[src/rtl/lps_pkg.sv]
package lps_pkg;
  localparam int unsigned LANES     = 4;
  localparam int unsigned CNT_W     = $clog2(LANES + 1);
  localparam int unsigned IDX_W     = $clog2(LANES);
  localparam int unsigned MULT_NORM = 1;
  localparam int unsigned MULT_LVDS = 15;

  typedef enum logic [1:0] {
    ST_IDLE,
    ST_STEP,
    ST_PRE
  } lps_state_e;
endpackage

[src/rtl/lps_mask_dec.sv]
module lps_mask_dec
  import lps_pkg::*;
(
  input  logic [CNT_W-1:0] lanes_i,
  output logic             legal_o,
  output logic [LANES-1:0] mask_o
);
  // legal: nonzero power of two not above lane total
  assign legal_o = (lanes_i != '0) &&
                   ((lanes_i & (lanes_i - CNT_W'(1))) == '0) &&
                   (lanes_i <= CNT_W'(LANES));

  for (genvar i = 0; i < LANES; i++) begin : g_lane
    assign mask_o[i] = legal_o && (lanes_i > CNT_W'(i));
  end
endmodule

[src/rtl/lps_timer.sv]
module lps_timer #(
  parameter int unsigned W = 10
) (
  input  logic         clk_i,
  input  logic         rst_ni,
  input  logic         load_i,
  input  logic [W-1:0] val_i,
  output logic         zero_o
);
  logic [W-1:0] cnt_q;

  always_ff @(posedge clk_i or negedge rst_ni) begin
    if (!rst_ni)             cnt_q <= '0;
    else if (load_i)         cnt_q <= val_i;
    else if (cnt_q != '0)    cnt_q <= cnt_q - W'(1);
  end

  assign zero_o = (cnt_q == '0);
endmodule

[src/rtl/lps_ctrl.sv]
module lps_ctrl
  import lps_pkg::*;
#(
  parameter int unsigned STEP_CYC = 4,
  parameter int unsigned PRE_CYC  = 1000,
  parameter int unsigned TMR_W    = 10
) (
  input  logic             clk_i,
  input  logic             rst_ni,
  input  logic             start_i,
  input  logic             up_i,
  input  logic             lvds_i,
  input  logic             legal_i,
  input  logic [LANES-1:0] mask_i,
  input  logic             tmr_zero_i,
  output logic             tmr_load_o,
  output logic [TMR_W-1:0] tmr_val_o,
  output logic [LANES-1:0] lane_pd_o,
  output logic [LANES-1:0] precharge_o,
  output logic             cal_pd_o,
  output logic             busy_o,
  output logic             done_o,
  output logic             err_o,
  output logic             dir_up_o
);
  localparam logic [TMR_W-1:0] DLY_N = TMR_W'(STEP_CYC * MULT_NORM - 1);
  localparam logic [TMR_W-1:0] DLY_L = TMR_W'(STEP_CYC * MULT_LVDS - 1);
  localparam logic [TMR_W-1:0] PRE_V = TMR_W'(PRE_CYC - 1);
  localparam logic [IDX_W-1:0] IDX_TOP = IDX_W'(LANES - 1);

  lps_state_e       state_q;
  logic [IDX_W-1:0] idx_q;
  logic [LANES-1:0] mask_q, pd_q, pre_q;
  logic             up_q, lvds_q, cal_q, done_q, err_q;

  logic accept, acc_ok, step_now, last_idx, pre_end;

  assign accept   = start_i && (state_q == ST_IDLE);
  assign acc_ok   = accept && legal_i;
  assign step_now = (state_q == ST_STEP) && tmr_zero_i;
  assign last_idx = up_q ? (idx_q == IDX_TOP) : (idx_q == '0);
  assign pre_end  = (state_q == ST_PRE) && tmr_zero_i;

  assign tmr_load_o = acc_ok || (step_now && (!last_idx || up_q));

  always_comb begin
    if (acc_ok)                    tmr_val_o = lvds_i ? DLY_L : DLY_N;
    else if (step_now && last_idx) tmr_val_o = PRE_V;
    else                           tmr_val_o = lvds_q ? DLY_L : DLY_N;
  end

  always_ff @(posedge clk_i or negedge rst_ni) begin
    if (!rst_ni) begin
      state_q <= ST_IDLE;
      idx_q   <= '0;
      mask_q  <= '0;
      pd_q    <= '1;
      pre_q   <= '0;
      up_q    <= 1'b0;
      lvds_q  <= 1'b0;
      cal_q   <= 1'b1;
      done_q  <= 1'b0;
      err_q   <= 1'b0;
    end else begin
      case (state_q)
        ST_IDLE: begin
          if (acc_ok) begin
            state_q <= ST_STEP;
            mask_q  <= mask_i;
            up_q    <= up_i;
            lvds_q  <= lvds_i;
            idx_q   <= up_i ? '0 : IDX_TOP;
            cal_q   <= !up_i;
            done_q  <= 1'b0;
            err_q   <= 1'b0;
          end else if (accept) begin
            err_q <= 1'b1;
          end
        end
        ST_STEP: begin
          if (step_now) begin
            if (up_q && mask_q[idx_q])    pd_q[idx_q] <= 1'b0;
            if (!up_q && !mask_q[idx_q])  pd_q[idx_q] <= 1'b1;
            if (last_idx) begin
              if (up_q) begin
                state_q <= ST_PRE;
                pre_q   <= mask_q;
              end else begin
                state_q <= ST_IDLE;
                done_q  <= 1'b1;
              end
            end else begin
              idx_q <= up_q ? idx_q + IDX_W'(1) : idx_q - IDX_W'(1);
            end
          end
        end
        ST_PRE: begin
          if (pre_end) begin
            pre_q   <= '0;
            state_q <= ST_IDLE;
            done_q  <= 1'b1;
          end
        end
        default: state_q <= ST_IDLE;
      endcase
    end
  end

  assign lane_pd_o   = pd_q;
  assign precharge_o = pre_q;
  assign cal_pd_o    = cal_q;
  assign busy_o      = (state_q != ST_IDLE);
  assign done_o      = done_q;
  assign err_o       = err_q;
  assign dir_up_o    = up_q;
endmodule

[src/rtl/lane_pwr_seq.sv]
module lane_pwr_seq
  import lps_pkg::*;
#(
  parameter int unsigned STEP_CYC   = 4,
  parameter int unsigned CYC_PER_US = 10,
  parameter int unsigned PRE_US     = 100
) (
  input  logic             clk_i,
  input  logic             rst_ni,
  input  logic             start_i,
  input  logic             up_i,
  input  logic             lvds_i,
  input  logic [CNT_W-1:0] lanes_i,
  output logic [LANES-1:0] lane_pd_o,
  output logic [LANES-1:0] precharge_o,
  output logic             cal_pd_o,
  output logic             busy_o,
  output logic             done_o,
  output logic             err_o
);
  localparam int unsigned PRE_CYC = PRE_US * CYC_PER_US;
  localparam int unsigned DLY_MAX = STEP_CYC * MULT_LVDS;
  localparam int unsigned TMR_MAX = (PRE_CYC > DLY_MAX) ? PRE_CYC : DLY_MAX;
  localparam int unsigned TMR_W   = $clog2(TMR_MAX + 1);

  logic             legal;
  logic [LANES-1:0] mask;
  logic             tmr_load, tmr_zero, dir_up;
  logic [TMR_W-1:0] tmr_val;

  lps_mask_dec u_dec (
    .lanes_i (lanes_i),
    .legal_o (legal),
    .mask_o  (mask)
  );

  lps_timer #(.W(TMR_W)) u_tmr (
    .clk_i  (clk_i),
    .rst_ni (rst_ni),
    .load_i (tmr_load),
    .val_i  (tmr_val),
    .zero_o (tmr_zero)
  );

  lps_ctrl #(
    .STEP_CYC (STEP_CYC),
    .PRE_CYC  (PRE_CYC),
    .TMR_W    (TMR_W)
  ) u_ctrl (
    .clk_i       (clk_i),
    .rst_ni      (rst_ni),
    .start_i     (start_i),
    .up_i        (up_i),
    .lvds_i      (lvds_i),
    .legal_i     (legal),
    .mask_i      (mask),
    .tmr_zero_i  (tmr_zero),
    .tmr_load_o  (tmr_load),
    .tmr_val_o   (tmr_val),
    .lane_pd_o   (lane_pd_o),
    .precharge_o (precharge_o),
    .cal_pd_o    (cal_pd_o),
    .busy_o      (busy_o),
    .done_o      (done_o),
    .err_o       (err_o),
    .dir_up_o    (dir_up)
  );
endmodule

[config.mk]
export PLATFORM = sky130hd
export DESIGN_NAME = lane_pwr_seq
export DESIGN_NICKNAME = d
export VERILOG_FILES = /design/src/rtl/lps_pkg.sv /design/src/rtl/lps_mask_dec.sv /design/src/rtl/lps_timer.sv /design/src/rtl/lps_ctrl.sv /design/src/rtl/lane_pwr_seq.sv
export SDC_FILE = /design/constraint.sdc
export NUM_CORES = 1
export LEC_CHECK = 0
export BUFFER_PORTS_ARGS = -buffer_cell sky130_fd_sc_hd__buf_4
export CELL_PAD_IN_SITES_DETAIL_PLACEMENT = 1
export CELL_PAD_IN_SITES_GLOBAL_PLACEMENT = 2
export CORE_MARGIN = 2
export CORE_UTILIZATION = 37
export CTS_CLUSTER_SIZE = 30
export DETAILED_ROUTE_END_ITERATION = 12
export PLACE_DENSITY = 0.83
export SLEW_MARGIN = 30
export SYNTH_ARGS = -nofsm -noshare
export SYNTH_HDL_FRONTEND = slang
export SYNTH_HIERARCHICAL = 1
export SYNTH_SLANG_ARGS = --single-unit
[constraint.sdc]
create_clock -name clk_i -period 3.9 [get_ports clk_i]
set_input_delay 0.78 -clock clk_i [delete_from_list [all_inputs] [get_ports clk_i]]
set_output_delay 0.78 -clock clk_i [all_outputs]
set_load 0.01 [all_outputs]
Yosys cells after proc, flatten, opt, wreduce, memory -nomap -nowiden

Index checks and enable logic that the tools add are counted.

Register bits: 31
Latch bits: 0
Bits in writable memories: 0
ROM bits: 0
Output and inout bits: 12
Word-level logic and storage cells: 116
Memories: 0

Add/sub/neg operators: 4
Multipliers: 0
Div/mod/pow operators: 0
Magnitude comparators: 7
Equality and inequality tests: 10
Shifts and indexed selects: 0
Mux-type cells: 40
Bitwise gates (word level): 4
Reduce and logical (&&, ||, !) cells: 40

Operators by type and width:

| kind                                                                     | number |
|---|---|
| 10-bit 2-to-1 mux                                                        | 4 |
| 4-bit 2-to-1 mux                                                         | 8 |
| 2-bit 2-to-1 mux                                                         | 10 |
| 1-bit logical AND                                                        | 15 |
| 6-bit 2-to-1 mux                                                         | 2 |
| 10-bit logical NOT                                                       | 1 |
| 1-bit 2-to-1 mux                                                         | 10 |
| 2-bit by 1-bit inequality test with 1-bit output (second input constant) | 5 |
| 10-bit nonzero test                                                      | 1 |
| 2-bit nonzero test                                                       | 5 |
| 10-bit by 1-bit subtractor with 10-bit output (second input constant)    | 1 |
| 4-bit case mux with 2 select lines                                       | 1 |
| 4-bit AND reduction                                                      | 2 |
| 3-bit by 1-bit > comparator with 1-bit output (second input constant)    | 2 |
| 3-bit by 2-bit > comparator with 1-bit output (second input constant)    | 2 |
| 2-bit case mux with 3 select lines                                       | 1 |
| 2-bit AND reduction                                                      | 3 |
| 6-bit AND reduction                                                      | 1 |
| 3-bit nonzero test                                                       | 2 |
| 5-bit AND reduction                                                      | 1 |
| 4-bit AND                                                                | 1 |
| 2-bit equality test (second input constant)                              | 2 |
| 1-bit logical NOT                                                        | 4 |
| 2-bit logical NOT                                                        | 2 |
| other kinds (17)                                                         | 19 |

Longest topological paths before layout

Depth after elaboration: 11
Depth in mapped cells: 11
Gate-level depth less buffers: 10

By module

Netlist, hierarchy kept.

Modules (own cells, without submodules):

| module       | times used | cells an instance | area an instance (um2) | sequential area each (um2) |
|---|---|---|---|---|
| lps_ctrl     | 1          | 116               | 1,201.2                | 531.8 |
| lps_timer    | 1          | 68                | 620.6                  | 250.2 |
| lps_mask_dec | 1          | 7                 | 56.3                   | 0.0 |

Worst setup path after synthesis

No wires, ideal clock.

Path type: register to register
From: register u_tmr.cnt_q[0]
To: register u_tmr.cnt_q[7]
Setup time: 0.101 ns
Arrival time: 2.767 ns
Data required time: 3.799 ns
Setup slack: 1.032 ns
Stages on the path, launching flop included: 11
Buffers on the path: 2
Clock period less this slack: 2.868 ns
Cell sequence: dfrtp_1 inv_1 ha_1 or3b_1 clkbuf_1 nor3_1 nand2_1 o21ai_0 clkbuf_1 a211oi_1 nor4_1

Elaborated cells on any way between the ends: 12
Classes of those cells: add/sub: 1; mux: 4; reduce/logical: 7

RTL lines:

| item                                                           | RTL line           | RTL |
|---|---|---|
| start: declaration                                             | lps_timer.sv:10    | `logic [W-1:0] cnt_q;` |
| start signal: assignment                                       | lps_timer.sv:14    | `else if (load_i) cnt_q <= val_i;` |
| start signal: assignment                                       | lps_timer.sv:15    | `else if (cnt_q != '0) cnt_q <= cnt_q - W'(1);` |
| 10-bit logical NOT *                                           | lps_timer.sv:18    | `assign zero_o = (cnt_q == '0);` |
| named net tmr_zero                                             | lane_pwr_seq.sv:28 | `logic tmr_load, tmr_zero, dir_up;` |
| 1-bit logical AND *                                            | lps_ctrl.sv:40     | `assign step_now = (state_q == ST_STEP) && tmr_zero_i;` |
| 1-bit logical AND *                                            | lps_ctrl.sv:44     | `assign tmr_load_o = acc_ok \|\| (step_now && (!last_idx \|\| up_q));` |
| 1-bit logical OR *                                             | lps_ctrl.sv:44     |  |
| named net tmr_load                                             | lane_pwr_seq.sv:28 |  |
| 10-bit 2-to-1 mux / 2-bit nonzero test (equally long branches) | n/a                |  |

Mark *: on every way through the listed nets, which the timed path passes. The rest lies on a longest branch. The select of a mux whose other input is x is not followed.
A chain may end at the register's enable or synchronous reset.

Final worst setup path

From: register u_tmr.cnt_q[0]
To: register u_tmr.cnt_q[5]

Same word-level chain as after synthesis.

==> out/qor.yml <==
yosys:
  syn_inst: 191
  synth_flop_cell: "dfrtp_1"
  yosysTopAreaCell: "dfrtp_1"
  synth_edf_count: 0
  synth.most_common_cell: "dfrtp_1"
  syn_area_per_cell_um2: 9.83
  async_flop_share: 1.00
  synth_common_cells: "dfrtp_1 (26), nand2_1 (19), nor2_1 (9), o21ai_0 (9), inv_1 (8)"
  yosys_register_bits: 31
  synth_cell_types: 50
  netlist.area_leader.share: 0.346
  synth.yosys.warnings: 6
  synthTopCellsByArea: "dfrtp_1 (35%), dfstp_2 (7.0%), mux2_2 (4.2%)"
  synth_area_um2: 1880
  ys_seq_area_frac: 0.416
critical_path:
  critical_path_class: "reg2reg"
  path_max_fanout: 24
  path_buf_inv: 3
  critPathArrivalTime_ns: 3.00
  crit_family: "simple AND/OR/NAND/NOR gates"
  cpMostUsedCell: "buf_4"
  critPathRequiredTime_ns: 4.07
  critPathSlowestCell: "or3b_1"
  cp-end-kind: "flop"
  slowest_delay_ns: 0.49
  path_cells: "inv_1 -> ha_1 -> or3b_1 -> nor3_1 -> buf_4 -> nand2_1 -> o21ai_1 -> buf_4 -> nor2_1 -> o21a_1 -> nor4_1"
  worst_setup_path_start_kind: "flop"
clocking:
  path_clk_slew_ns: 0.07
  clk_path_buf_depth: 2
  insertion_delay_ns: 0.28
  ctsResizeCount: 0
  tritoncts: "yes"
  cts_setup_buffers: 0
  cts-buffers-inserted: 5
  cts_max_level: 2
  cts_sinks: 31
  cts_root_buffer: "clkbuf_8"
  hold_buffers: 0
timing:
  slew_viol_final: 0
  post-route-period-util: 0.726
  setup_tns_ns: 0
  finalHoldViolCount: 0
  setup_viol: 0
  finClkSkew_ns: 0.00816
  tightest_slew_ns: 0.669
  fmax_mhz: 353
  layout_min_cycle_time_ns: 2.83
  relSlewSlack: 0.550
  rsz0062_at_grt: "no"
pwr:
  peakVddDrop_v: 0.000296
  p_per_area_nw_per_um2: 772
  leakage_nw: 0.890
cells_and_area:
  drive_gt1_frac: 0.233
  multi_input_area_um2: 986
  n_antenna_cell: 0
  area_delta_synth_final_pct: 12.9
  n_fill_cell: 587
  final-seq-area_um2: 782
  fin_nets: 219
  fin_util: 0.440
die:
  die_w_um: 75.2
  num_rows: 25
  start_util: 0.390
  dieArea_um2: 5660
  core_um2: 4820
  io_pins: 20
  die_h_um: 75.2
status:
  status: "finished clean"
grt:
  antenna_found_initial: 0
  grt_pass1_vias: 1611
  grt_pass1_wl_mm: 7.70
  grt-ovfl-total: 0
  grt_max_degree: 32
  grt_usage: 0.181
route:
  via_per_inst: 5.42
  vias: 1480
  drt_iter0_drc: 51
  dr.pass1.iters: 4
  routedWlPerCell_um: 16.1
  drc: 0
  antenna_left: 0
  routed_wl_mm: 4.40
placed_design:
  dp_hpwl_mm: 3.29
  gp_congestion: 0.818
  portBuffers: 19
worst_hold_path:
  hold_path_class: "in2async"
job:
  max_cap_violations: 0
## worst reg2reg max path: stages (launching register included)
cell	delay, ns
dfrtp_1	0.42
inv_1	0.10
ha_1	0.20
or3b_1	0.49
nor3_1	0.22
buf_4	0.18
nand2_1	0.17
o21ai_1	0.18
buf_4	0.26
nor2_1	0.08
o21a_1	0.10
nor4_1	0.32
## state kept, by name (all words and copies together), names as in the netlist
register            flops
u_ctrl/cal_pd_o         1
u_ctrl/dir_up_o         1
u_ctrl/done_o           1
u_ctrl/err_o            1
u_ctrl/idx_q            2
u_ctrl/lane_pd_o        4
u_ctrl/lvds_q           1
u_ctrl/mask_q           4
u_ctrl/precharge_o      4
u_ctrl/state_q          2
u_tmr/cnt_q            10
## worst paths after layout
check,from,to,slack (ns),cells past startpoint
worst max-delay path,u_tmr/cnt_q[0],u_tmr/cnt_q[5],1.07,11
worst min-delay path,rst_ni,u_ctrl/err_o,0.42,1
worst max register to register,u_tmr/cnt_q[0],u_tmr/cnt_q[5],1.07,11
worst min register to register,u_ctrl/lane_pd_o[2],u_ctrl/lane_pd_o[2],0.47,2
max in group asynchronous,rst_ni,u_ctrl/cal_pd_o,3.15,1
min in group clk_i,u_ctrl/lane_pd_o[2],u_ctrl/lane_pd_o[2],0.47,2
## cells by family (layout without fill, tap and decap cells)
logic type	Yosys count	in the layout	share of synthesized area
AO/OA/AOI/OAI	46	46	0.177
flip-flops	31	31	0.416
XOR/XNOR	6	6	0.0280
multiplexers	12	12	0.0779
other	1	2	0.00200
adder cells (fa/ha/maj)	6	6	0.0400
AND/OR/NAND/NOR	66	66	0.198
buffers and inverters	23	37	0.0606
## final cells by class
type                    instances  area share
well taps                      67      0.0395
repair buffers                 21      0.0743
clock buffers                   7      0.0360
multi-input cells             138       0.465
inverters                       8      0.0142
clock inverters                 1     0.00236
flip-flops and latches         31       0.369
## layout by cell type, fill, tap and decap left out, types with 2 or more instances in the layout
| cell type | Yosys | routed |
|---|---|---|
| o211ai_1 | 2 | 2 |
| ha_1 | 6 | 6 |
| xnor2_1 | 6 | 6 |
| nor4b_1 | 3 | 3 |
| and2_1 | 3 | 3 |
| nor2_1 | 9 | 9 |
| a41oi_1 | 2 | 2 |
| buf_4 | 7 | 21 |
| nor4_1 | 6 | 6 |
| o21ai_1 | 3 | 4 |
| dfrtp_1 | 26 | 26 |
| a22o_1 | 4 | 4 |
| a31oi_1 | 3 | 3 |
| nor3b_1 | 3 | 3 |
| nand2_1 | 19 | 19 |
| clkbuf_1 | 7 | 2 |
| nand4b_1 | 2 | 2 |
| conb_1 | 1 | 2 |
| nor2b_1 | 5 | 5 |
| mux2i_1 | 3 | 3 |
| inv_1 | 8 | 8 |
| o31ai_1 | 7 | 7 |
| nand3_1 | 2 | 2 |
| dfstp_2 | 5 | 5 |
| clkbuf_8 | 0 | 5 |
| o21ai_0 | 9 | 8 |
| nor3_1 | 4 | 4 |
| o21bai_1 | 2 | 2 |
| a21oi_1 | 5 | 5 |
| or3_1 | 2 | 2 |
| mux2_2 | 7 | 7 |
## stage by stage
| step | area (µm²) | hold WS (ns) | instances | setup slack, ns | total power, mW |
|---|---|---|---|---|---|
| floorplan | 1880 | 0.455 | 192 | 1.03 | 1.18 |
| global route | 2120 | 0.448 | 273 | 0.769 | 1.78 |
| detailed placement | 2040 | 0.468 | 265 | 1.00 | 1.41 |
| global placement | 2040 | 0.462 | 265 | 1.23 | 1.36 |
| CTS | 2120 | 0.431 | 273 | 1.04 | 1.66 |
| finish | 2120 | 0.422 | 273 | 1.07 | 1.64 |
## metal layers
metal / global-route usage / up-vias / wire length (µm)
li1: - / 716 / -
met1: 0.217 / 738 / 1910
met2: 0.318 / 20 / 2340
met3: 0.0549 / 6 / 120
met4: 0.0448 / 0 / 28
met5: 0 / - / 0
## report_power, final
group	switching [mW]	internal, mW	total (mW)
combinational	0.381	0.369	0.750
sequential	0.185	0.462	0.647
clock	0.116	0.125	0.241
Note: power is estimated with default switching activity, not from simulation.
